[config.mk]
export PLATFORM = sky130hd
export DESIGN_NAME = adc_settle_seq
export DESIGN_NICKNAME = d
export VERILOG_FILES = /design/src/rtl/adc_settle_pkg.sv /design/src/rtl/adc_step_timer.sv /design/src/rtl/adc_settle_calc.sv /design/src/rtl/adc_settle_seq.sv
export SDC_FILE = /design/constraint.sdc
export NUM_CORES = 1
export LEC_CHECK = 0
export ABC_AREA = 1
export CORE_MARGIN = 2
export CORE_UTILIZATION = 65
export CTS_BUF_LIST = sky130_fd_sc_hd__clkbuf_16
export DETAILED_ROUTE_END_ITERATION = 16
export DONT_BUFFER_PORTS = 1
export MAX_ROUTING_LAYER = met4
export PLACE_DENSITY = 0.9
export SLEW_MARGIN = 20
export SYNTH_ARGS = -nofsm -noshare
export SYNTH_HDL_FRONTEND = slang
export SYNTH_SLANG_ARGS = --single-unit
[constraint.sdc]
create_clock -name clk -period 3.96 [get_ports clk]
set_clock_uncertainty 0.2 [all_clocks]
set_input_delay 0.792 -clock clk [delete_from_list [all_inputs] [get_ports clk]]
set_output_delay 0.792 -clock clk [all_outputs]
set_load 0.02 [all_outputs]
[src/rtl/adc_settle_pkg.sv]
package adc_settle_pkg;

   // width of the internal reference voltage code
   localparam int REFSEL_W = 2;

   // setup that a conversion ran with, kept to judge the next one
   typedef struct packed {
      logic                ref_int;
      logic [REFSEL_W-1:0] code;
      logic                temp;
      logic                dac;
   } conv_setup_t;

   localparam int NUM_HELPERS = 4;

endpackage

[src/rtl/adc_step_timer.sv]
module adc_step_timer #(
   parameter int DIV = 4,
   parameter int CW  = 8
) (
   input  logic          clk,
   input  logic          rst_n,
   input  logic          abort_i,
   input  logic          load_i,
   input  logic [CW-1:0] load_val_i,
   output logic          active_o,
   output logic          last_o
);

   logic [CW-1:0] cnt_q;
   logic          step;

   generate
      if (DIV < 1) begin : g_bad_div
         $error("adc_step_timer: DIV must be at least 1");
      end
      if (CW < 1) begin : g_bad_cw
         $error("adc_step_timer: CW must be at least 1");
      end

      if (DIV == 1) begin : g_nodiv
         assign step = 1'b1;
      end else begin : g_div
         localparam int DW = $clog2(DIV);
         logic [DW-1:0] div_q;
         always_ff @(posedge clk or negedge rst_n) begin
            if (!rst_n) begin
               div_q <= '0;
            end else if (abort_i || load_i || (cnt_q == '0)) begin
               div_q <= '0;
            end else if (div_q == DW'(DIV - 1)) begin
               div_q <= '0;
            end else begin
               div_q <= div_q + 1'b1;
            end
         end
         assign step = (div_q == DW'(DIV - 1));
      end
   endgenerate

   assign active_o = (cnt_q != '0);
   assign last_o   = active_o && step && (cnt_q == CW'(1));

   always_ff @(posedge clk or negedge rst_n) begin
      if (!rst_n) begin
         cnt_q <= '0;
      end else if (abort_i) begin
         cnt_q <= '0;
      end else if (load_i) begin
         cnt_q <= load_val_i;
      end else if (active_o && step) begin
         cnt_q <= cnt_q - 1'b1;
      end
   end


   cnt_step_chk: assert property (@(posedge clk) disable iff (!rst_n)
      (active_o && !abort_i && !load_i) |=>
         ((cnt_q == $past(cnt_q)) || (cnt_q == $past(cnt_q) - 1'b1)));

endmodule

[src/rtl/adc_settle_calc.sv]
module adc_settle_calc
   import adc_settle_pkg::*;
#(
   parameter int DW         = 8,
   parameter int CORE_US    = 6,
   parameter int CORE_LL_US = 0,
   parameter int REF_US     = 40,
   parameter int REF_LL_US  = 2,
   parameter int SWAP_US    = 20,
   parameter int TEMP_US    = 40,
   parameter int TEMP_LL_US = 0,
   parameter int DAC_US     = 20
) (
   input  logic          reduced_i,
   input  logic          ref_int_i,
   input  logic          ref_swap_i,
   input  logic          temp_i,
   input  logic          dac_i,
   output logic [DW-1:0] wait_o
);

   localparam int LIMIT = 1 << DW;

   generate
      if (CORE_US >= LIMIT || REF_US >= LIMIT || SWAP_US >= LIMIT ||
          TEMP_US >= LIMIT || DAC_US >= LIMIT || REF_LL_US >= LIMIT ||
          CORE_LL_US >= LIMIT || TEMP_LL_US >= LIMIT) begin : g_bad_dw
         $error("adc_settle_calc: a delay does not fit in DW bits");
      end
   endgenerate

   logic [DW-1:0] dly [NUM_HELPERS];

   always_comb begin
      // converter core
      dly[0] = reduced_i ? DW'(CORE_LL_US) : DW'(CORE_US);
      // reference: a code swap takes precedence over the steady cases
      if (!ref_int_i)      dly[1] = '0;
      else if (ref_swap_i) dly[1] = DW'(SWAP_US);
      else if (reduced_i)  dly[1] = DW'(REF_LL_US);
      else                 dly[1] = DW'(REF_US);
      // temperature-sensor path
      if (!temp_i)         dly[2] = '0;
      else if (reduced_i)  dly[2] = DW'(TEMP_LL_US);
      else                 dly[2] = DW'(TEMP_US);
      // comparator-DAC path, same cost in every mode
      dly[3] = dac_i ? DW'(DAC_US) : '0;
   end

   always_comb begin
      wait_o = '0;
      for (int k = 0; k < NUM_HELPERS; k++) begin
         if (dly[k] > wait_o) wait_o = dly[k];
      end
   end

endmodule

[src/rtl/adc_settle_seq.sv]
module adc_settle_seq
   import adc_settle_pkg::*;
#(
   parameter int TICK_DIV   = 4,
   parameter int HALF_DIV   = 1,
   parameter int SD_W       = 8,
   parameter int DW         = 8,
   parameter int CORE_US    = 6,
   parameter int REF_US     = 40,
   parameter int REF_LL_US  = 2,
   parameter int SWAP_US    = 20,
   parameter int TEMP_US    = 40,
   parameter int DAC_US     = 20
) (
   input  logic                clk,
   input  logic                rst_n,
   input  logic                en_i,
   input  logic                req_i,
   input  logic                lowlat_i,
   input  logic                ref_int_i,
   input  logic [REFSEL_W-1:0] ref_code_i,
   input  logic                temp_sel_i,
   input  logic                dac_sel_i,
   input  logic [SD_W-1:0]     samp_dur_i,
   output logic                busy_o,
   output logic                start_o,
   output logic                sampling_o,
   output logic                cfg_err_o
);

   // shortest sampling window with the internal reference, in half-cycles
   localparam int MIN_HALF = (4 * TICK_DIV) / HALF_DIV - 2;
   localparam int HW       = SD_W + 1;

   generate
      if (TICK_DIV < 1 || HALF_DIV < 1) begin : g_bad_div
         $error("adc_settle_seq: dividers must be at least 1");
      end
      if ((TICK_DIV % HALF_DIV) != 0) begin : g_bad_ratio
         $error("adc_settle_seq: TICK_DIV must be a multiple of HALF_DIV");
      end
   endgenerate

   conv_setup_t   cur_setup, prev_q;
   logic          prev_ll_q, warm_q, start_q;
   logic [HW-1:0] half_len;
   logic [DW-1:0] wait_us;
   logic          settle_act, settle_last, samp_act, samp_last;
   logic          idle, accept, reduced, ref_swap;
   logic          settle_load, samp_load;

   assign cur_setup = '{ref_int: ref_int_i, code: ref_code_i,
                        temp: temp_sel_i, dac: dac_sel_i};

   // sampling window length in half converter-clock cycles
   assign half_len  = {samp_dur_i, 1'b1};
   assign cfg_err_o = ref_int_i && (int'(half_len) < MIN_HALF);

   assign idle   = !settle_act && !samp_act;
   assign accept = en_i && req_i && !cfg_err_o && idle;

   assign reduced  = lowlat_i && prev_ll_q && warm_q && (cur_setup == prev_q);
   assign ref_swap = warm_q && prev_q.ref_int && ref_int_i &&
                     (prev_q.code != ref_code_i);

   adc_settle_calc #(
      .DW(DW), .CORE_US(CORE_US), .CORE_LL_US(0), .REF_US(REF_US),
      .REF_LL_US(REF_LL_US), .SWAP_US(SWAP_US), .TEMP_US(TEMP_US),
      .TEMP_LL_US(0), .DAC_US(DAC_US)
   ) calc_i (
      .reduced_i (reduced),
      .ref_int_i (ref_int_i),
      .ref_swap_i(ref_swap),
      .temp_i    (temp_sel_i),
      .dac_i     (dac_sel_i),
      .wait_o    (wait_us)
   );

   assign settle_load = accept && (wait_us != '0);
   assign samp_load   = (accept && (wait_us == '0)) || settle_last;

   adc_step_timer #(.DIV(TICK_DIV), .CW(DW)) settle_tmr_i (
      .clk       (clk),
      .rst_n     (rst_n),
      .abort_i   (!en_i),
      .load_i    (settle_load),
      .load_val_i(wait_us),
      .active_o  (settle_act),
      .last_o    (settle_last)
   );

   adc_step_timer #(.DIV(HALF_DIV), .CW(HW)) samp_tmr_i (
      .clk       (clk),
      .rst_n     (rst_n),
      .abort_i   (!en_i),
      .load_i    (samp_load),
      .load_val_i(half_len),
      .active_o  (samp_act),
      .last_o    (samp_last)
   );

   always_ff @(posedge clk or negedge rst_n) begin
      if (!rst_n) begin
         prev_q    <= '0;
         prev_ll_q <= 1'b0;
         warm_q    <= 1'b0;
         start_q   <= 1'b0;
      end else begin
         start_q <= samp_load && en_i;
         if (!en_i) begin
            warm_q <= 1'b0;
         end else if (samp_load) begin
            warm_q <= 1'b1;
         end
         if (accept) begin
            prev_q    <= cur_setup;
            prev_ll_q <= lowlat_i;
         end
      end
   end

   assign busy_o     = settle_act;
   assign sampling_o = samp_act;
   assign start_o    = start_q;


   phase_excl_chk: assert property (@(posedge clk) disable iff (!rst_n)
      !(busy_o && sampling_o));


   start_first_chk: assert property (@(posedge clk) disable iff (!rst_n)
      start_o |-> (sampling_o && !$past(sampling_o)));


   reject_chk: assert property (@(posedge clk) disable iff (!rst_n)
      (req_i && cfg_err_o && !busy_o && !sampling_o) |=>
         (!busy_o && !sampling_o && !start_o));


   abort_chk: assert property (@(posedge clk) disable iff (!rst_n)
      !en_i |=> (!busy_o && !sampling_o && !start_o));


   samp_end_chk: assert property (@(posedge clk) disable iff (!rst_n)
      (samp_last && en_i && !settle_last) |=> !sampling_o);

endmodule

**Yosys cells after proc, flatten, opt, wreduce, memory -nomap -nowiden**

Cells that the tools add are included.

- Reductions and logical operators: 28
- Mux-type cells: 21
- Add/sub/neg operators: 3
- Equality and inequality tests: 7
- Order comparisons: 5

Operators by type and width:

| kind | count |
|---|---|
| 2-to-1 mux 8 bit | 10 |
| 2-to-1 mux 9 bit | 3 |
| > comparator 8 bit | 3 |
| logical AND 1 bit | 16 |
| zero test 8 bit | 2 |
| nonzero test 8 bit | 2 |
| 2-to-1 mux 6 bit | 2 |
| < comparator 9 x 4 -> 1 bit (second input constant) | 1 |
| nonzero test 9 bit | 1 |
| subtractor 9 x 1 -> 9 bit (second input constant) | 1 |
| == test 8 x 1 -> 1 bit (second input constant) | 1 |
| > comparator 8 x 1 -> 1 bit (second input constant) | 1 |
| subtractor 8 x 1 -> 8 bit (second input constant) | 1 |
| != test 3 x 1 -> 1 bit (second input constant) | 2 |
| == test 5 bit | 1 |
| 2-to-1 mux 5 bit | 1 |
| zero test 1 bit | 4 |
| 2-to-1 mux 2 bit | 2 |
| logical OR 1 bit | 3 |
| 2-to-1 mux 3 bit | 1 |
| adder 2 x 1 -> 2 bit (second input constant) | 1 |
| == test 2 bit (second input constant) | 1 |
| 2-to-1 mux 1 bit | 2 |
| != test 2 x 1 -> 1 bit (second input constant) | 1 |
| != test 2 bit | 1 |

- Output and inout port bits: 4
- Register bits: 27

**Logic depth before layout (Yosys ltp)**

Gate-level depths: netlist of the first run.

- Depth after elaboration: 17
- Gate-level depth with buffers: 23
- Gate-level depth less buffers: 23

**By module**

From an unflattened synthesis of the first run, not the netlist that was laid out.

- Cells, all modules: 328
- Area total of the unflattened synthesis: 2190.9 µm²

Modules (own cells, without submodules):

| module | cells an instance | times used | area an instance (µm²) | sequential area each (µm²) |
|---|---|---|---|---|
| adc_step_timer (settle_tmr_i) | 105 | 1 | 737.0 | 250.2 |
| adc_step_timer (samp_tmr_i) | 98 | 1 | 666.9 | 225.2 |
| adc_settle_seq | 77 | 1 | 529.3 | 200.2 |
| adc_settle_calc | 48 | 1 | 257.7 | 0.0 |

**Least setup slack after synthesis of the first run**

No wires, ideal clock.

- Kind: input to register
- Start: in dac_sel_i
- End: reg settle_tmr_i.cnt_q[3]
- Arrival: 2594 ps
- Cell stages on the path: 22
- Setup time: 118 ps
- Required time: 3642 ps
- Setup slack: 1048 ps
- Cells stage by stage: inv_1 -> nand2_1 -> nand2_1 -> nor2_1 -> nand3_1 -> nand2_1 -> nand2_1 -> ha_1 -> a21oi_1 -> inv_1 -> nand2_1 -> inv_1 -> nand2_1 -> nand2_2 -> nand2_1 -> inv_1 -> nand2_2 -> nand2_4 -> nand2_1 -> nand2_1 -> nand3_1 -> nand2_1

- Word-level cells in the longest chain between the ends: 15

RTL lines:

| element | line | RTL |
|---|---|---|
| start: declaration | adc_settle_seq.sv:23 | `input logic dac_sel_i,` |
| == test 5 bit | adc_settle_seq.sv:62 | `assign reduced = lowlat_i && prev_ll_q && warm_q && (cur_setup == prev_q);` |
| logical AND 1 bit | adc_settle_seq.sv:62 |  |
| 2-to-1 mux 3 bit / 2-to-1 mux 6 bit (equally long branches) | adc_settle_calc.sv:36, adc_settle_calc.sv:40 |  |
| > comparator 8 x 1 -> 1 bit / 2-to-1 mux 8 bit (equally long branches) | adc_settle_calc.sv:53, adc_settle_calc.sv:39 |  |
| 2-to-1 mux 8 bit, on equally long branches | adc_settle_calc.sv:53, adc_settle_calc.sv:38 |  |
| > comparator 8 bit | adc_settle_calc.sv:53 | `if (dly[k] > wait_o) wait_o = dly[k];` |
| 2-to-1 mux 8 bit | adc_settle_calc.sv:53 |  |
| > comparator 8 bit | adc_settle_calc.sv:53 |  |
| 2-to-1 mux 8 bit | adc_settle_calc.sv:53 |  |
| > comparator 8 bit | adc_settle_calc.sv:53 |  |
| 2-to-1 mux 8 bit * | adc_settle_calc.sv:53 |  |
| nonzero test 8 bit | adc_settle_seq.sv:79 | `assign settle_load = accept && (wait_us != '0);` |
| logical AND 1 bit | adc_settle_seq.sv:79 |  |
| 2-to-1 mux 8 bit | adc_step_timer.sv:53 | `end else if (load_i) begin` |
| 2-to-1 mux 8 bit | adc_step_timer.sv:51 | `end else if (abort_i) begin` |
| end signal: assignment | adc_step_timer.sv:54 | `cnt_q <= load_val_i;` |
| end signal: assignment | adc_step_timer.sv:56 | `cnt_q <= cnt_q - 1'b1;` |
| end: declaration | adc_step_timer.sv:14 | `logic [CW-1:0] cnt_q;` |

Every way passes the cells marked *; elsewhere a longest branch is shown, timed or not.
A chain may end at the register's enable or synchronous reset.

**Worst setup path in the final report of the first run**

- Start: in dac_sel_i
- End: reg settle_tmr_i.cnt_q[0]

The elaborated chain is that of the path after synthesis.

==> results of run 1 <==
power by group:
| group | switching (W) | total (W) | internal [W] |
|---|---|---|---|
| clock | 0.0000906 | 0.000227 | 0.000136 |
| sequential | 0.0000691 | 0.000428 | 0.000359 |
| combinational | 0.000314 | 0.000524 | 0.000210 |
| total | 0.000473 | 0.00118 | 0.000705 |
registers in the layout, summed over array words and instances (netlist names):
signal                    flops
samp_tmr_i.cnt_q              9
settle_tmr_i.cnt_q            8
prev_q                        5
settle_tmr_i.g_div.div_q      2
prev_ll_q                     1
start_o                       1
warm_q                        1
stage by stage:
step / utilization / power, W / setup slack [ps] / instance area, um^2
2_1_floorplan: - / 0.000869 / 1050 / 1900
3_3_place_gp: 0.694 / 0.000937 / 837 / 1910
3_5_place_dp: 0.694 / 0.000952 / 750 / 1910
4_1_cts: 0.723 / 0.00119 / 1000 / 1990
5_1_grt: 0.723 / 0.00128 / 753 / 1990
6_report: 0.723 / 0.00118 / 1010 / 1990
final timing paths:
| check | slack, ps | start | cells after the start | end |
|---|---|---|---|---|
| max in group asynchronous | 3470 | rst_n | 0 | prev_q[4] |
| max reg2reg | 1140 | samp_tmr_i.cnt_q[0] | 14 | samp_tmr_i.cnt_q[1] |
| min | 20 | rst_n | 0 | settle_tmr_i.cnt_q[6] |
| max | 1010 | dac_sel_i | 19 | settle_tmr_i.cnt_q[0] |
| min in group clk | 240 | settle_tmr_i.g_div.div_q[0] | 1 | settle_tmr_i.g_div.div_q[0] |
| min reg2reg | 240 | settle_tmr_i.g_div.div_q[0] | 1 | settle_tmr_i.g_div.div_q[0] |
metal layers:
metal / track usage / part of all wire / vias to the layer above
met4: 0.0897 / 0.014 / 0
met1: 0.317 / 0.45 / 761
li1: - / - / 835
met3: 0.0357 / 0.045 / 5
met2: 0.448 / 0.49 / 36
met5: - / 0 / -
cells by family after synthesis:
logic type	Yosys count	share of synthesized area
xor gates and xnor gates	11	0.0508
adders and majority gates	6	0.0396
and+or+nand+nor	154	0.410
AOI/OAI and AO/OA	18	0.0501
muxes	1	0.00594
buffers and inverters	42	0.0871
DFF	27	0.356
layout make-up:
class,count,share of cell area
Sequential cell,27,0.339
Clock inverter,1,0.00251
Clock buffer,3,0.0377
Inverter,38,0.0716
Multi-Input combinational cell,190,0.530
Tap cell,31,0.0195
worst register-to-register path, cell delays in order, from the launching register on:
cell and delay (ps):
sky130_fd_sc_hd__dfrtp_1 370, sky130_fd_sc_hd__inv_1 90, sky130_fd_sc_hd__ha_1 180, sky130_fd_sc_hd__nand2_1 80, sky130_fd_sc_hd__nor2_2 130, sky130_fd_sc_hd__inv_2 60, sky130_fd_sc_hd__nor2_2 120, sky130_fd_sc_hd__nand2_2 190
sky130_fd_sc_hd__nor4_4 670, sky130_fd_sc_hd__nand4_4 240, sky130_fd_sc_hd__nand2_4 150, sky130_fd_sc_hd__nand3_1 90, sky130_fd_sc_hd__nand2_1 70, sky130_fd_sc_hd__nand2_1 60, sky130_fd_sc_hd__nand2_1 60
cells in the final DEF, fill, tap and decap left out:
cell type                   count
sky130_fd_sc_hd__a21oi_1        7
sky130_fd_sc_hd__a21oi_2        1
sky130_fd_sc_hd__a31oi_1        1
sky130_fd_sc_hd__clkbuf_16      3
sky130_fd_sc_hd__clkinv_2       1
sky130_fd_sc_hd__dfrtp_1       27
sky130_fd_sc_hd__ha_1           6
sky130_fd_sc_hd__inv_1         31
sky130_fd_sc_hd__inv_2          7
sky130_fd_sc_hd__mux2_2         1
sky130_fd_sc_hd__nand2_1       77
sky130_fd_sc_hd__nand2_2        4
sky130_fd_sc_hd__nand2_4        2
sky130_fd_sc_hd__nand3_1       21
sky130_fd_sc_hd__nand3_2        1
sky130_fd_sc_hd__nand3_4        1
sky130_fd_sc_hd__nand3b_1       1
sky130_fd_sc_hd__nand4_1       13
sky130_fd_sc_hd__nand4_4        1
sky130_fd_sc_hd__nor2_1        18
sky130_fd_sc_hd__nor2_2         3
sky130_fd_sc_hd__nor3_1         6
sky130_fd_sc_hd__nor4_1         1
sky130_fd_sc_hd__nor4_4         3
sky130_fd_sc_hd__o21ai_0        9
sky130_fd_sc_hd__or2_2          1
sky130_fd_sc_hd__or3_1          1
sky130_fd_sc_hd__xnor2_1        6
sky130_fd_sc_hd__xor2_1         5
==> flow_summary.rst, run 1 <==
.. list-table::
   :header-rows: 1

   * - Metric
     - Value
   * - Average instance area after synthesis
     - 7.32 um^2
   * - Count leader, synth
     - sky130_fd_sc_hd__nand2_1
   * - ANT nets after route
     - 0
   * - DIE AREA
     - 3370 um^2
   * - Area used by sequential logic in the layout
     - 676 um^2
   * - Smallest hold slack
     - 21.2 ps
   * - Area occupied by multi-input gates
     - 1060 um^2
   * - Detailed router's first-iteration violation count
     - 87
   * - Cell at the root of the clock tree
     - sky130_fd_sc_hd__clkbuf_16
   * - Outcome
     - complete, no violations
   * - Transition time at the pin with the least slew margin
     - 983 ps
   * - Clock tree from TritonCTS
     - yes
   * - Via count normalized by instance count
     - 5.64
   * - Area share of the largest cell type after synthesis
     - 0.356
   * - Worst path max stage delay
     - 290 ps
   * - Headroom to the max-slew limit
     - 0.341
   * - Total of hold buffers inserted after clock tree synthesis
     - 0
   * - Maximum number of pins on one net before global-route repair
     - 28
   * - CP Max Fanout
     - 9
   * - Number of standard cells after synthesis
     - 259
   * - Placer Congestion
     - 0.925
   * - Post-synthesis cell type with the largest combined area
     - sky130_fd_sc_hd__dfrtp_1
   * - Area overhead of the layout relative to synthesis
     - 5.08%
   * - Initial antenna violation count
     - 0
   * - Worst IR drop on VDD
     - 0.444 mV
   * - Global-route usage over all layers
     - 0.262
   * - Biggest area contributors in the synthesized netlist
     - sky130_fd_sc_hd__dfrtp_1, sky130_fd_sc_hd__nand2_1, sky130_fd_sc_hd__inv_1
   * - DIE HEIGHT
     - 58.0 um
   * - Overflow left after global routing
     - 0
   * - Number of register bits inferred by synthesis
     - 27
   * - Data arrival time of the critical path
     - 2910 ps
   * - Number of top-level design ports
     - 22
   * - Setup-failing EPs final
     - 0
   * - Overall routed net length
     - 3.71 mm
   * - Max Clock Freq
     - 339 MHz
   * - Family with the most delay on the worst path
     - simple AND/OR/NAND/NOR gates
   * - Number of distinct standard cells referenced by the synthesized netlist
     - 29
   * - Static Leakage
     - 1.06 nW
   * - Fill count
     - 229
   * - Crit. End Element
     - register
   * - First-pass GRT wire length
     - 6.60 mm
   * - Final routed DRC violation total
     - 0
   * - Starting density of the core
     - 0.688
   * - Sum of net half-perimeters after detailed placement
     - 2.78 mm
   * - Kind of critical path
     - input port to register
   * - Hold violation total from the final report
     - 0
   * - Ys flop type
     - sky130_fd_sc_hd__dfrtp_1
   * - Synth top cells by count
     - sky130_fd_sc_hd__nand2_1, sky130_fd_sc_hd__inv_1, sky130_fd_sc_hd__dfrtp_1, sky130_fd_sc_hd__nand3_1, sky130_fd_sc_hd__nor2_1
   * - Sequential-to-total area share from yosys stat
     - 0.356
   * - Port buffer count
     - 0
   * - Number of buffers created by CTS
     - 3
   * - Die Wd
     - 58.0 um
   * - Kind of start point of the critical path
     - input port
   * - Slowest library cell on the worst path
     - sky130_fd_sc_hd__ha_1
   * - Async set or reset register ratio after synthesis
     - 1.00
   * - Net count reported at finish
     - 284
   * - Path class of the lowest-slack min-delay path
     - input port to asynchronous set/reset pin
   * - DR vias
     - 1637
   * - Clock latency of the later-clocked register in the worst-skew pair
     - 260 ps
   * - Detailed-router iteration count before antenna repair
     - 4
   * - Unrepaired setup endpoints after global routing
     - no
   * - CTS Sinks
     - 27
   * - Antenna diodes
     - 0
   * - Final critical-path required period
     - 2950 ps
   * - Number of levels the H-tree was split into
     - 1
   * - Count of pins over their slew limit
     - 0
   * - Total of warnings raised by yosys
     - 0
   * - Cell row count
     - 19
   * - Area of the mapped netlist
     - 1900 um^2
   * - Maxcap violations
     - 0
   * - Cell Count Post-Placement
     - 286
   * - Power density over cell area
     - 591 nW/um^2
   * - Post-CTS Repair Setup Buffers
     - 0
   * - Clock transition time at the flip-flop clock pins of the worst setup and hold paths
     - 60 ps
   * - Final cycle utilization of the critical path
     - 0.745
   * - Ordered list of cells on the worst path
     - inv_1, nand2_1, nand2_1, nor2_1, nand3_1, nand2_1, nand2_1, ha_1, a21oi_1, inv_1, nand2_1, inv_1, nand3_1, nand2_1, inv_1, nand2_2, nand2_4, nand3_2, o21ai_0
   * - Layout cells sized above 1
     - 0.112
   * - Floorplan core area
     - 2760 um^2
   * - CP dominant cell by count
     - sky130_fd_sc_hd__nand2_1
   * - Buffer and inverter count on the worst path
     - 4
   * - Average routed wire per standard cell
     - 12.8 um
   * - Bufs on Longest Clock Path
     - 2
   * - Post-Syn Nets
     - 283
   * - Number of gates resized after cts
     - 0
   * - Post-route insts no fill
     - 290
   * - Vias in the first global route
     - 1626
   * - Data required time of the worst path
     - 3930 ps
   * - Setup TNS Final
     - 0 ps
   * - Count of flip-flops with a built-in enable after synthesis
     - 0
Power figures use the tool's default switching activity.
==> run 2: changes to the inputs <==
--- a/config.mk
+++ b/config.mk
@@ -7,12 +7,12 @@
 export LEC_CHECK = 0
 export ABC_AREA = 1
 export CORE_MARGIN = 2
-export CORE_UTILIZATION = 65
+export CORE_UTILIZATION = 63
 export CTS_BUF_LIST = sky130_fd_sc_hd__clkbuf_16
 export DETAILED_ROUTE_END_ITERATION = 16
 export DONT_BUFFER_PORTS = 1
 export MAX_ROUTING_LAYER = met4
-export PLACE_DENSITY = 0.9
+export PLACE_DENSITY = 0.88
 export SLEW_MARGIN = 20
 export SYNTH_ARGS = -nofsm -noshare
 export SYNTH_HDL_FRONTEND = slang
==> constraint.sdc (replaced) <==
create_clock -name clk -period 2.8 [get_ports clk]
set_clock_uncertainty 0.2 [all_clocks]
set_input_delay 0.56 -clock clk [delete_from_list [all_inputs] [get_ports clk]]
set_output_delay 0.56 -clock clk [all_outputs]
set_load 0.02 [all_outputs]
==> flow_summary.rst, run 2 (same netlist as run 1, synthesis figures left out) <==
.. list-table::
   :header-rows: 1

   * - Metric
     - Value
   * - Outcome
     - finished with violations (was complete, no violations)
   * - Failing checks
     - design-rule violations
   * - Number of levels the H-tree was split into
     - 1 (unchanged)
   * - Placer Congestion
     - 0.868 (was 0.925)
   * - DIE AREA
     - 3470 um^2 (was 3370 um^2)
   * - Final critical-path required period
     - 2700 ps
   * - Detailed router's first-iteration violation count
     - 66 (was 87)
   * - CP Max Fanout
     - 5 (was 9)
   * - Fill count
     - 202 (was 229)
   * - RR Startpoint
     - prev_q[3] (was samp_tmr_i.cnt_q[0])
   * - ANT nets after route
     - 0 (unchanged)
   * - First-pass GRT wire length
     - 6.57 mm (was 6.60 mm)
   * - Data arrival time of the critical path
     - 2680 ps (was 2910 ps)
   * - DIE HEIGHT
     - 58.9 um (was 58.0 um)
   * - Die Wd
     - 58.9 um (was 58.0 um)
   * - Area overhead of the layout relative to synthesis
     - 14.7% (was 5.08%)
   * - Setup TNS Final
     - 0 ps (unchanged)
   * - Maxcap violations
     - 0 (unchanged)
   * - Final routed DRC violation total
     - 1 (was 0)
   * - Internal reg-to-reg setup slack
     - 100 ps (was 1140 ps)
   * - Top reg by flops
     - samp_tmr_i.cnt_q (unchanged)
   * - DR vias
     - 1733 (was 1637)
   * - Hold path start
     - samp_dur_i[7]
   * - Worst setup timing slack at the placement stage
     - -58.6 ps (was 750 ps)
   * - Sum of net half-perimeters after detailed placement
     - 2.91 mm (was 2.78 mm)
   * - Kind of start point of the critical path
     - register (was input port)
   * - Antenna diodes
     - 0 (unchanged)
   * - Clock latency of the later-clocked register in the worst-skew pair
     - 260 ps (about the same)
   * - Instance count along the most critical hold path
     - 2
   * - Layout cells sized above 1
     - 0.193 (was 0.112)
   * - Number of top-level design ports
     - 22 (unchanged)
   * - Number of buffers created by CTS
     - 3 (unchanged)
   * - Floorplan core area
     - 2810 um^2 (was 2760 um^2)
   * - Count of pins over their slew limit
     - 0 (unchanged)
   * - Number of cells on the worst reg-to-reg path
     - 20 (was 14)
   * - Hold violation total from the final report
     - 0 (unchanged)
   * - Kind of critical path
     - register to register (was input port to register)
   * - Max Clock Freq
     - 370 MHz
   * - Data required time of the worst path
     - 2780 ps (was 3930 ps)
   * - Maximum number of pins on one net before global-route repair
     - 28 (unchanged)
   * - Registers with the most flip-flops
     - samp_tmr_i.cnt_q: 9 flops, settle_tmr_i.cnt_q: 8 flops, prev_q: 5 flops (unchanged)
   * - Hold Path End
     - samp_tmr_i.cnt_q[8]
   * - Cell at the root of the clock tree
     - sky130_fd_sc_hd__clkbuf_16 (unchanged)
   * - Transition time at the pin with the least slew margin
     - 312 ps (was 983 ps)
   * - Overflow left after global routing
     - 0 (unchanged)
   * - Static Leakage
     - 1.13 nW (was 1.06 nW)
   * - CTS Sinks
     - 27 (unchanged)
   * - Starting density of the core
     - 0.676 (was 0.688)
   * - Path class of the lowest-slack min-delay path
     - input port to register (was input port to asynchronous set/reset pin)
   * - Final cycle utilization of the critical path
     - 0.965
   * - Setup-failing EPs final
     - 0 (unchanged)
   * - Cell row count
     - 19 (unchanged)
   * - Headroom to the max-slew limit
     - 0.791 (was 0.341)
   * - Bufs on Longest Clock Path
     - 2 (unchanged)
   * - Power density over cell area
     - 800 nW/um^2 (was 591 nW/um^2)
   * - Via count normalized by instance count
     - 5.68 (was 5.64)
   * - Detailed-router iteration count before antenna repair
     - 11 (was 4)
   * - Port buffer count
     - 0 (unchanged)
   * - Number of flip-flops under the largest register name
     - 9 (unchanged)
   * - Clock tree from TritonCTS
     - yes (unchanged)
   * - Net count reported at finish
     - 299 (was 284)
   * - Global-route usage over all layers
     - 0.257 (was 0.262)
   * - Commonest non-fill, non-tap cells in the layout
     - sky130_fd_sc_hd__nand2_1, sky130_fd_sc_hd__inv_1, sky130_fd_sc_hd__dfrtp_1 (unchanged)
   * - Clock transition time at the flip-flop clock pins of the worst setup and hold paths
     - 70 ps (was 60 ps)
   * - Initial antenna violation count
     - 0 (unchanged)
   * - Worst R2R End
     - settle_tmr_i.cnt_q[0] (was samp_tmr_i.cnt_q[1])
   * - Average routed wire per standard cell
     - 13.5 um (was 12.8 um)
   * - Most common cell after layout, fill and taps aside
     - sky130_fd_sc_hd__nand2_1 (unchanged)
   * - Overall routed net length
     - 4.12 mm (was 3.71 mm)
   * - Worst IR drop on VDD
     - 0.602 mV (was 0.444 mV)
   * - Crit. End Element
     - register (unchanged)
   * - Vias in the first global route
     - 1567 (was 1626)
   * - PnR worst setup slack
     - 99.0 ps (was 1010 ps)
run 2: timing repair:
| item | in CTS | in global routing |
|---|---|---|
| gates resized for setup | 0 | 13 |
| hold endpoints to repair | 27 | 0 |
| setup buffers | 0 | 2 |
| setup endpoints to repair | 0 | 19 |
| hold buffers | 2 | 0 |
run 2: area by class of cell:
type | instances | area (um^2) | area share
Tap cell | 31 | 38.8 | 0.0178
Inverter | 38 | 145 | 0.0667
Clock inverter | 1 | 7.51 | 0.00345
Sequential cell | 27 | 676 | 0.311
Multi-Input combinational cell | 191 | 1110 | 0.512
Clock buffer | 3 | 75.1 | 0.0345
Timing Repair Buffer | 14 | 120 | 0.0552
run 2: routing by layer:
metal,share of wire,routed length (um),track usage,vias to the layer above
met3,0.055,228,0.0374,6
met5,0,0,-,-
met1,0.43,1770,0.316,808
met4,0.017,71,0.104,0
met2,0.50,2050,0.424,51
li1,-,-,-,868
run 2: worst max path at each step:
stage,endpoint,cells after the start,from,slack (ps)
global route,settle_tmr_i.cnt_q[0],20,prev_q[3],-110
detailed placement,settle_tmr_i.cnt_q[1],21,dac_sel_i,-60
finish,settle_tmr_i.cnt_q[0],20,prev_q[3],100
global placement,settle_tmr_i.cnt_q[4],21,dac_sel_i,30
CTS,settle_tmr_i.cnt_q[4],21,prev_q[3],90
floorplan,settle_tmr_i.cnt_q[3],22,dac_sel_i,120
run 2: where the power goes:
| group | internal, W | switching (W) | total (W) |
|---|---|---|---|
| Clock | 0.000194 | 0.000134 | 0.000328 |
| Sequential | 0.000508 | 0.000102 | 0.000610 |
| Combinational | 0.000330 | 0.000473 | 0.000803 |
run 2: critical path, cell delays in order (launching register included):
cell and delay [ps]:
sky130_fd_sc_hd__dfrtp_1 370, sky130_fd_sc_hd__inv_1 70, sky130_fd_sc_hd__nand2_1 70, sky130_fd_sc_hd__nand2_1 50, sky130_fd_sc_hd__nor2_1 150, sky130_fd_sc_hd__nand3_1 150
sky130_fd_sc_hd__nand2_2 100, sky130_fd_sc_hd__nand2_1 90, sky130_fd_sc_hd__ha_4 280, sky130_fd_sc_hd__a21oi_2 50, sky130_fd_sc_hd__inv_1 60, sky130_fd_sc_hd__nand2_2 70
sky130_fd_sc_hd__inv_2 90, sky130_fd_sc_hd__nand2_2 70, sky130_fd_sc_hd__nand2_2 100, sky130_fd_sc_hd__nand2_1 60, sky130_fd_sc_hd__inv_1 70, sky130_fd_sc_hd__nand2_2 90
sky130_fd_sc_hd__nand2_4 130, sky130_fd_sc_hd__nand3_4 100, sky130_fd_sc_hd__o21ai_0 180
run 2: per-stage QoR:
stage	hold slack (ps)	util	std cells	area [um^2]	power, W
after detailed placement	64.9	0.709	296	1990	0.00137
after global placement	64.9	0.709	296	1990	0.00135
final	218	0.776	305	2180	0.00174
after floorplan	64.4	-	259	1900	0.00123
after CTS	212	0.749	302	2100	0.00172
after global routing	213	0.776	305	2180	0.00186
==> run 3: changes to the inputs <==
--- a/config.mk
+++ b/config.mk
@@ -5,8 +5,6 @@
 export SDC_FILE = /design/constraint.sdc
 export NUM_CORES = 1
 export LEC_CHECK = 0
-export ABC_AREA = 1
-export CORE_MARGIN = 2
 export CORE_UTILIZATION = 63
 export CTS_BUF_LIST = sky130_fd_sc_hd__clkbuf_16
 export DETAILED_ROUTE_END_ITERATION = 16
==> flow_summary.rst, run 3 <==
.. list-table::
   :header-rows: 1

   * - Metric
     - Value
   * - Clock transition time at the flip-flop clock pins of the worst setup and hold paths
     - 80 ps (was 70 ps)
   * - RR Startpoint
     - prev_q[3] (unchanged)
   * - Power density over cell area
     - 812 nW/um^2 (was 800 nW/um^2)
   * - Hold path start
     - en_i (was samp_dur_i[7])
   * - Layout cells sized above 1
     - 0.450 (was 0.193)
   * - Number of levels the H-tree was split into
     - 1 (unchanged)
   * - Die Wd
     - 56.1 um (was 58.9 um)
   * - Outcome
     - finished with violations (unchanged)
   * - Number of distinct standard cells referenced by the synthesized netlist
     - 50 (was 29)
   * - Cell at the root of the clock tree
     - sky130_fd_sc_hd__clkbuf_16 (unchanged)
   * - Area used by sequential logic in the layout
     - 677 um^2 (was 676 um^2)
   * - Setup-failing EPs final
     - 19 (was 0)
   * - Fill count
     - 55 (was 202)
   * - Finished Cell Area
     - 2660 um^2 (was 2180 um^2)
   * - First-pass GRT wire length
     - 9.49 mm (was 6.57 mm)
   * - Port buffer count
     - 0 (unchanged)
   * - Cell row count
     - 19 (unchanged)
   * - Placed cell areas
     - 2220 um^2 (was 1990 um^2)
   * - Number of register bits inferred by synthesis
     - 27 (unchanged)
   * - Failing checks
     - negative setup slack (was design-rule violations)
   * - Net count reported at finish
     - 274 (was 299)
   * - Family with the most delay on the worst path
     - compound AO/OA/AOI/OAI gates (was simple AND/OR/NAND/NOR gates)
   * - Unrepaired setup endpoints after global routing
     - yes
   * - Registers with the most flip-flops
     - samp_tmr_i.cnt_q: 9 flops, settle_tmr_i.cnt_q: 8 flops, prev_q: 5 flops (unchanged)
   * - CTS Sinks
     - 27 (unchanged)
   * - DR vias
     - 2191 (was 1733)
   * - Ys flop type
     - sky130_fd_sc_hd__dfrtp_1 (unchanged)
   * - Final routed DRC violation total
     - 0 (was 1)
   * - Post-synthesis cell type with the largest combined area
     - sky130_fd_sc_hd__dfrtp_1 (unchanged)
   * - Area share of the largest cell type after synthesis
     - 0.367 (was 0.356)
   * - Path class of the lowest-slack min-delay path
     - input port to register (unchanged)
   * - Clock tree from TritonCTS
     - yes (unchanged)
   * - Initial antenna violation count
     - 0 (unchanged)
   * - Starting density of the core
     - 0.667 (was 0.676)
   * - Smallest hold slack
     - 208 ps (was 218 ps)
   * - Ordered list of cells on the worst path
     - xor2_4, buf_4, nor2_2, nand2_2, o21ai_2, ha_4, nand2_4, nor2_2, o32a_4, buf_6, a2111oi_4, buf_4, o31ai_1, a21oi_1 (was inv_1, nand2_1, nand2_1, nor2_1, nand3_1, nand2_2, nand2_1, ha_4, a21oi_2, inv_1, nand2_2, inv_2, nand2_2, nand2_2, nand2_1, inv_1, nand2_2, nand2_4, nand3_4, o21ai_0)
   * - Highest routed layer
     - met4 (unchanged)
   * - Async set or reset register ratio after synthesis
     - 1.00 (unchanged)
   * - DIE AREA
     - 3140 um^2 (was 3470 um^2)
   * - Count leader, synth
     - sky130_fd_sc_hd__nand2_1 (unchanged)
   * - Buffer and inverter count on the worst path
     - 3 (was 4)
   * - Overflow left after global routing
     - 0 (unchanged)
   * - Area occupied by multi-input gates
     - 1380 um^2 (was 1110 um^2)
   * - Sum of net half-perimeters after detailed placement
     - 3.52 mm (was 2.91 mm)
   * - Number of buffers created by CTS
     - 3 (unchanged)
   * - Synth top cells by count
     - sky130_fd_sc_hd__nand2_1, sky130_fd_sc_hd__dfrtp_1, sky130_fd_sc_hd__nor2_1, sky130_fd_sc_hd__a21oi_1, sky130_fd_sc_hd__xor2_1 (was sky130_fd_sc_hd__nand2_1, sky130_fd_sc_hd__inv_1, sky130_fd_sc_hd__dfrtp_1, sky130_fd_sc_hd__nand3_1, sky130_fd_sc_hd__nor2_1)
   * - Detailed-router iteration count before antenna repair
     - 7 (was 11)
   * - Clock latency of the later-clocked register in the worst-skew pair
     - 280 ps (was 260 ps)
   * - Commonest non-fill, non-tap cells in the layout
     - sky130_fd_sc_hd__buf_4, sky130_fd_sc_hd__nand2_1, sky130_fd_sc_hd__dfrtp_1 (was sky130_fd_sc_hd__nand2_1, sky130_fd_sc_hd__inv_1, sky130_fd_sc_hd__dfrtp_1)
   * - CP Max Fanout
     - 3 (was 5)
   * - Data arrival time of the critical path
     - 3330 ps (was 2680 ps)
   * - Hold violation total from the final report
     - 0 (unchanged)
   * - Kind of critical path
     - register to register (unchanged)
   * - Transition time at the pin with the least slew margin
     - 549 ps (was 312 ps)
   * - Routed length on met2
     - 3.48 mm (was 2.05 mm)
   * - DIE HEIGHT
     - 56.1 um (was 58.9 um)
   * - Antenna diodes
     - 0 (unchanged)
   * - Via count normalized by instance count
     - 7.83 (was 5.68)
   * - Number of top-level design ports
     - 22 (unchanged)
   * - Vias in the first global route
     - 1952 (was 1567)
   * - Global-route usage over all layers
     - 0.399 (was 0.257)
   * - Slowest library cell on the worst path
     - sky130_fd_sc_hd__dfrtp_1 (unchanged)
   * - Overall routed net length
     - 8.05 mm (was 4.12 mm)
   * - Bufs on Longest Clock Path
     - 2 (unchanged)
   * - Biggest area contributors in the synthesized netlist
     - sky130_fd_sc_hd__dfrtp_1, sky130_fd_sc_hd__nand2_1, sky130_fd_sc_hd__xor2_1 (was sky130_fd_sc_hd__dfrtp_1, sky130_fd_sc_hd__nand2_1, sky130_fd_sc_hd__inv_1)
   * - Number of standard cells after synthesis
     - 196 (was 259)
   * - Data required time of the worst path
     - 2790 ps (was 2780 ps)
   * - Post-Syn Nets
     - 220 (was 283)
   * - ANT nets after route
     - 0 (unchanged)
   * - Count of flip-flops with a built-in enable after synthesis
     - 0 (unchanged)
   * - Met3 layer wire length in the routed design
     - 1.07 mm (was 228 um)
   * - Final critical-path required period
     - 3330 ps (was 2700 ps)
   * - Post-route insts no fill
     - 280 (was 305)
   * - Most common cell after layout, fill and taps aside
     - sky130_fd_sc_hd__buf_4 (was sky130_fd_sc_hd__nand2_1)
   * - Total of warnings raised by yosys
     - 0 (unchanged)
   * - Static Leakage
     - 1.09 nW (was 1.13 nW)
   * - Placer Congestion
     - 0.887 (was 0.868)
   * - Detailed router's first-iteration violation count
     - 290 (was 66)
   * - Average instance area after synthesis
     - 9.39 um^2 (was 7.32 um^2)
   * - Cell Count Post-Placement
     - 258 (was 296)
   * - Final cycle utilization of the critical path
     - 1.19 (was 0.965)
   * - Worst IR drop on VDD
     - 0.935 mV (was 0.602 mV)
   * - Maxcap violations
     - 0 (unchanged)
   * - Area of the mapped netlist
     - 1840 um^2 (was 1900 um^2)
   * - Headroom to the max-slew limit
     - 0.629 (was 0.791)
   * - Floorplan core area
     - 2760 um^2 (was 2810 um^2)
   * - Worst path max stage delay
     - 460 ps (was 370 ps)
   * - Area overhead of the layout relative to synthesis
     - 44.3% (was 14.7%)
   * - Number of flip-flops under the largest register name
     - 9 (unchanged)
   * - Max Clock Freq
     - 300 MHz (was 370 MHz)
   * - Kind of start point of the critical path
     - register (unchanged)
   * - Beginning of the critical path
     - prev_q[3] (unchanged)
   * - Average routed wire per standard cell
     - 28.7 um (was 13.5 um)
   * - PnR worst setup slack
     - -534 ps (was 99.0 ps)
   * - Maximum number of pins on one net before global-route repair
     - 28 (unchanged)
   * - Routed metal-1 wirelength
     - 2.59 mm (was 1.77 mm)
   * - Top reg by flops
     - samp_tmr_i.cnt_q (unchanged)
   * - Count of pins over their slew limit
     - 0 (unchanged)
   * - Sequential-to-total area share from yosys stat
     - 0.367 (was 0.356)
   * - Crit. End Element
     - register (unchanged)
run 3: power by group:
group	switching, W	internal (W)	total [W]
combinational	0.000647	0.000510	0.00116
sequential	0.000140	0.000502	0.000643
clock	0.000160	0.000195	0.000355
total	0.000948	0.00121	0.00216
run 3: layout make-up:
| cell class | instances | share of cell area |
|---|---|---|
| tap | 31 | 0.0146 |
| timing repair buffer | 55 | 0.169 |
| clock inverter | 1 | 0.00283 |
| clock buffer | 3 | 0.0283 |
| multi-input combinational | 156 | 0.521 |
| sequential | 27 | 0.255 |
| inverter | 7 | 0.00990 |
run 3: cells by family after synthesis:
group | share of synthesized area
AO/OA/AOI/OAI | 0.154
XOR/XNOR | 0.0809
adder cells (fa/ha/maj) | 0.0408
buffers and inverters | 0.0340
flip-flops | 0.367
multiplexers | 0.0802
AND/OR/NAND/NOR | 0.243
run 3: worst reg2reg max path, stage by stage, from the launching register on:
cell and delay (ps):
sky130_fd_sc_hd__dfrtp_1 460, sky130_fd_sc_hd__xor2_4 190, sky130_fd_sc_hd__buf_4 170, sky130_fd_sc_hd__nor2_2 220, sky130_fd_sc_hd__nand2_2 100, sky130_fd_sc_hd__o21ai_2 180, sky130_fd_sc_hd__ha_4 240, sky130_fd_sc_hd__nand2_4 100
sky130_fd_sc_hd__nor2_2 70, sky130_fd_sc_hd__o32a_4 340, sky130_fd_sc_hd__buf_6 140, sky130_fd_sc_hd__a2111oi_4 380, sky130_fd_sc_hd__buf_4 200, sky130_fd_sc_hd__o31ai_1 80, sky130_fd_sc_hd__a21oi_1 180
run 3: per-stage QoR:
stage | worst slack (ps) | total power [W] | utilization | setup TNS (ps)
floorplan | -161 | 0.00119 | - | -993
global placement | -516 | 0.00145 | 0.806 | -7450
detailed placement | -675 | 0.00150 | 0.806 | -9350
CTS | -299 | 0.00189 | 0.900 | -2450
global route | -502 | 0.00220 | 0.963 | -7330
finish | -534 | 0.00216 | 0.963 | -7370
run 3: final timing paths:
| path | end | slack (ps) | cells past startpoint |
|---|---|---|---|
| setup / recovery | settle_tmr_i.cnt_q[2] | -530 | 14 |
| hold / removal | start_o | 210 | 1 |
| setup reg to reg | settle_tmr_i.cnt_q[2] | -530 | 14 |
| hold reg to reg | settle_tmr_i.g_div.div_q[0] | 280 | 1 |
| max in group asynchronous | prev_q[2] | 1710 | 2 |
| min in group asynchronous | settle_tmr_i.cnt_q[7] | 520 | 2 |
run 3: layer usage:
layer	vias to the layer above	global-route usage
li1	813	-
met1	999	0.464
met2	266	0.699
met3	113	0.0674
met4	0	0.136
met5	-	-
run 3: timing repair:
item / 4_1_cts / 5_1_grt
setup endpoints to repair: 19 / 19
endpoints found under the hold margin: 27 / 0
pin swaps: 23 / 15
resized for setup: 14 / 23
setup buffers: 7 / 9
hold buffers: 2 / 0
